File: src/rtl/ccr_alu.sv
module ccr_alu #(
  parameter int DW  = 32,
  parameter int RW  = 8,
  parameter int OPW = 3,
  parameter int SZW = 2
) (
  input  logic           clk,
  input  logic           rst_n,
  input  logic           op_valid,
  input  logic [OPW-1:0] op_sel,
  input  logic [SZW-1:0] size_sel,
  input  logic [DW-1:0]  opa,
  input  logic [DW-1:0]  opb,
  input  logic [2:0]     sw_op,
  input  logic [RW-1:0]  sw_imm,
  input  logic           exc_start,
  output logic [DW-1:0]  result,
  output logic [RW-1:0]  ccr_q,
  output logic           irq_en
);
  localparam int BI = 7, BH = 5, BN = 3, BZ = 2, BV = 1, BC = 0;
  localparam logic [OPW-1:0] K_ADD = 0, K_ADC = 1, K_SUB = 2, K_SBB = 3, K_CMP = 4, K_NEG = 5;
  localparam logic [2:0] S_LD = 1, S_AND = 2, S_OR = 3, S_XOR = 4;

  logic [5:0]    top_i;
  logic [4:0]    half_i;
  logic [DW-1:0] mask;

  always_comb begin
    case (size_sel)
      2'd0:    begin top_i = 6'd7;  half_i = 5'd4;  mask = 32'h0000_00FF; end
      2'd1:    begin top_i = 6'd15; half_i = 5'd12; mask = 32'h0000_FFFF; end
      default: begin top_i = 6'd31; half_i = 5'd28; mask = 32'hFFFF_FFFF; end
    endcase
  end

  wire arith   = op_valid && (op_sel <= K_NEG);
  wire is_sub  = (op_sel == K_SUB) || (op_sel == K_SBB) || (op_sel == K_CMP) || (op_sel == K_NEG);
  wire cin     = ((op_sel == K_ADC) || (op_sel == K_SBB)) && ccr_q[BC];

  wire [DW-1:0] xa = (op_sel == K_NEG) ? '0 : (opa & mask);
  wire [DW-1:0] xb = (op_sel == K_NEG) ? (opa & mask) : (opb & mask);

  wire [DW:0] raw = is_sub ? ({1'b0, xa} - {1'b0, xb} - {{DW{1'b0}}, cin})
                           : ({1'b0, xa} + {1'b0, xb} + {{DW{1'b0}}, cin});

  wire [DW-1:0] res_m = raw[DW-1:0] & mask;
  wire f_c = raw[top_i + 6'd1];
  wire f_h = xa[half_i] ^ xb[half_i] ^ raw[half_i];
  wire sa  = xa[top_i[4:0]];
  wire sb  = xb[top_i[4:0]];
  wire sr  = raw[top_i];
  wire f_v = is_sub ? ((sa != sb) && (sr != sa)) : ((sa == sb) && (sr != sa));
  wire f_n = sr;
  wire f_z = (res_m == '0);

  logic [RW-1:0] ccr_d;
  always_comb begin
    ccr_d = ccr_q;
    if (arith) begin
      ccr_d[BH] = f_h;
      ccr_d[BN] = f_n;
      ccr_d[BZ] = f_z;
      ccr_d[BV] = f_v;
      ccr_d[BC] = f_c;
    end
    case (sw_op)
      S_LD:    ccr_d = sw_imm;
      S_AND:   ccr_d = ccr_q & sw_imm;
      S_OR:    ccr_d = ccr_q | sw_imm;
      S_XOR:   ccr_d = ccr_q ^ sw_imm;
      default: ;
    endcase
    if (exc_start) ccr_d[BI] = 1'b1;
  end

  always_ff @(posedge clk or negedge rst_n) begin
    if (!rst_n) begin
      ccr_q  <= 8'h80;
      result <= '0;
    end else begin
      ccr_q <= ccr_d;
      if (arith && (op_sel != K_CMP)) result <= res_m;
    end
  end

  assign irq_en = ~ccr_q[BI];
endmodule


File: config.mk
export PLATFORM = sky130hd
export DESIGN_NAME = ccr_alu
export DESIGN_NICKNAME = d
export VERILOG_FILES = /design/src/rtl/ccr_alu.sv
export SDC_FILE = /design/constraint.sdc
export NUM_CORES = 1
export LEC_CHECK = 0
export ABC_AREA = 1
export ABC_CLOCK_PERIOD_IN_PS = 6300
export BUFFER_PORTS_ARGS = -buffer_cell sky130_fd_sc_hd__clkbuf_2
export CELL_PAD_IN_SITES_DETAIL_PLACEMENT = 1
export CELL_PAD_IN_SITES_GLOBAL_PLACEMENT = 1
export CORE_MARGIN = 8
export CORE_UTILIZATION = 43
export DETAILED_ROUTE_END_ITERATION = 7
export PLACE_DENSITY = 0.95
export SETUP_SLACK_MARGIN = 0.2
export SYNTH_ARGS = -nofsm -noshare
export SYNTH_HDL_FRONTEND = slang
export SYNTH_SLANG_ARGS = --single-unit
File: constraint.sdc
create_clock -name clk -period 6.3 [get_ports clk]
set_input_delay 0.63 -clock clk [delete_from_list [all_inputs] [get_ports clk]]
set_output_delay 0.63 -clock clk [all_outputs]
set_load 0.02 [all_outputs]
==> metrics <==
most frequent cells in the layout=nand2_1, inv_1, nand3_1; slowest cell on the critical path=buf_4; setup tns final=0 ns; CP max stage delay=0.58 ns; maxcap violations=0; # diodes=0; Post-DRT Antenna Nets=0; RSZ-0062 raised after global routing=false; Die X=157 µm; gr usage total=28.2%; CTS Buf Count=5; multi-input gate area in the final layout=6210 µm²; dpl cells=1940; I/O pin count=125; post-DP HPWL=30.0 mm; DRC=0; Core Box Area=19500 µm²; Mapped Nets=1770; die area=24600 µm²; area of the mapped netlist=8510 µm²; vias in the first global route=11100; global route overflow=0; Placement Rows=51; drt total wl=34.6 mm; Die H=157 µm; fin nets=1877; wire length on met2=16.2 mm; Placed Area=9370 µm²; clk slew on worst S/H paths=0.06 ns; most used cell, CP=nand2_1; register area share after synthesis=11.8%; Syn Inst Count=1575; Initial Util=43.7%; commonest non-fill, non-tap cell in the layout=nand2_1; Slew Limit Headroom=34.9%; highest routed layer=met4; number of port buffers=124; Post-CTS Hold Buffers=0; Pre-antenna DRT Iters=5; skew final=0.00218 ns; total power=1910 µW; max-slew violation count=0; maximum clock rate=0.226 GHz; DR vias=10700; Worst Setup SP=op_sel[1]; initial DRC count=609; clk sink count=40; Final Wtd Congestion=0.969; Worst-Skew Late Latency=0.28 ns; outcome=completed; Peak VDD IR=109 µV; buffer count from post-CTS setup fixing=0; Synth-to-Final Area Change=12.0%; worst-path maximum fanout=82; Worst Min Path Start=result[4]; pin count of the biggest net entering global routing=83; WL met1=15.2 mm; Root Buffer=clkbuf_16; share of layout cells above drive strength 1=9.51%; Via density=5.51; Worst setup EP type=register; H-tree Lvls=2; register area=1000 µm²; Core Util, Final=49.0%; Synth cell types=40; # fillers=2928; worst hold path class=register to register; reg-to-reg startpoint=ccr_q[0]; Clock Tree Buf Depth=2; initial antenna violation count=0; Pleak=0.00587 µW; Required @ worst endpoint=6.52 ns; synthesized area per cell=5.40 µm²; FF-to-FF setup slack=2.50 ns; Post-CTS Resized=0; average wire per standard cell=17.8 µm; Critical Path, Cell by Cell=clkbuf_2 -> inv_1 -> nand3_2 -> buf_4 -> o21ai_0 -> ha_1 -> ha_1 -> a21oi_1 -> a21boi_0 -> nand2_1 -> a21oi_1 -> nand2_1 -> nand2_1 -> nand3_1 -> nand3_1 -> nand2_1 -> nor2_1 -> nand4_1 -> nand2_1; Synth Register Bits=40; Setup-failing EPs final=0; synth warn=0; Post-Layout Cell Count=1948; Worst EP arrival=4.65 ns; Design Area, Final=9540 µm²; final worst-path cycle share=70.2%; minimum clock period=4.42 ns; Tightest Pin Transition=0.977 ns; CTS tree=yes; Final Hold Violating Endpoints=0; WL met3=1.74 mm; Power Density=200 nW/µm²; critical path launch point type=input port; kind of critical path=input port to register; global-route wire length before repair=55.9 mm
[metal layers]
| metal | vias to the layer above | track usage [%] |
|---|---|---|
| li1 | 5150 | - |
| met1 | 5082 | 35.2 |
| met2 | 386 | 48.9 |
| met3 | 109 | 2.01 |
| met4 | 0 | 12.4 |
| met5 | - | 0 |
[report_power, final]
part | leakage [µW] | total (µW) | switching [µW] | internal, µW
Sequential | 0.000503 | 353 | 41.7 | 311
Combinational | 0.00529 | 1270 | 877 | 391
Clock | 0.0000798 | 287 | 102 | 186
Total | 0.00587 | 1910 | 1020 | 888
[final timing paths]
kind | cells past startpoint | end
worst max-delay path | 19 | ccr_q[2]
min in group asynchronous | 1 | result[10]
worst min-delay path | 2 | result[4]
max in group asynchronous | 1 | ccr_q[2]
worst max register to register | 20 | ccr_q[5]
worst min register to register | 2 | result[4]
[layout make-up]
class	instances	share of cell area [%]
tap	265	3.48
sequential	40	10.5
multi-input combinational	1195	65.1
timing repair buffer	129	6.90
clock buffer	5	1.31
clock inverter	3	0.446
inverter	311	12.2
[cells in the mapped netlist]
cell type,count,area [µm²]
nand2_1,524,1970
inv_1,306,1150
nand3_1,187,936
nor2_1,136,510
ha_1,107,1340
o21ai_0,70,350
a21oi_1,67,335
dfrtp_1,39,976
nor3_1,20,100
nand4_1,17,106
clkbuf_1,15,56.3
nand2_2,9,56.3
a21o_1,6,45.0
nand3b_1,6,45.0
o21bai_1,6,45.0
buf_1,5,18.8
buf_2,5,25.0
a21oi_2,4,35.0
fa_1,4,80.1
o2111ai_1,4,35.0
a31oi_1,3,18.8
inv_2,3,11.3
o21ai_1,3,15.0
xor2_1,3,26.3
a2111oi_0,2,17.5
a21boi_0,2,15.0
a221oi_1,2,17.5
buf_4,2,15.0
buf_6,2,22.5
clkinv_1,2,7.51
nand3_2,2,20.0
nor2_2,2,12.5
o21a_1,2,15.0
o22ai_1,2,12.5
and2_1,1,6.26
dfstp_2,1,26.3
nand3_4,1,17.5
o221ai_1,1,8.76
or2_0,1,6.26
xnor2_1,1,8.76
[state kept, by name (all words and copies together) (netlist names)]
register,cells
ccr_q,8
result,32
[stage by stage]
stage | hold slack [ns] | setup WS (ns)
global placement | 0.463 | 1.83
finish | 0.482 | 1.88
CTS | 0.488 | 1.91
floorplan | 0.334 | 2.51
global route | 0.527 | 1.51
detailed placement | 0.474 | 1.61
[kinds of logic after synthesis]
| family | synth area share [%] |
|---|---|
| AOI/OAI and AO/OA | 11.3 |
| xor gates and xnor gates | 0.412 |
| adders and majority gates | 16.7 |
| buffers and inverters | 15.3 |
| DFF | 11.8 |
| and+or+nand+nor | 44.5 |
[critical path: cells and delay by family]
kind	cells	cell delay, ns
compound gates	4	1.31
fa+ha+maj	2	0.89
buf+inv	3	0.77
simple gates	10	0.99
Power figures use the tool's default switching activity.
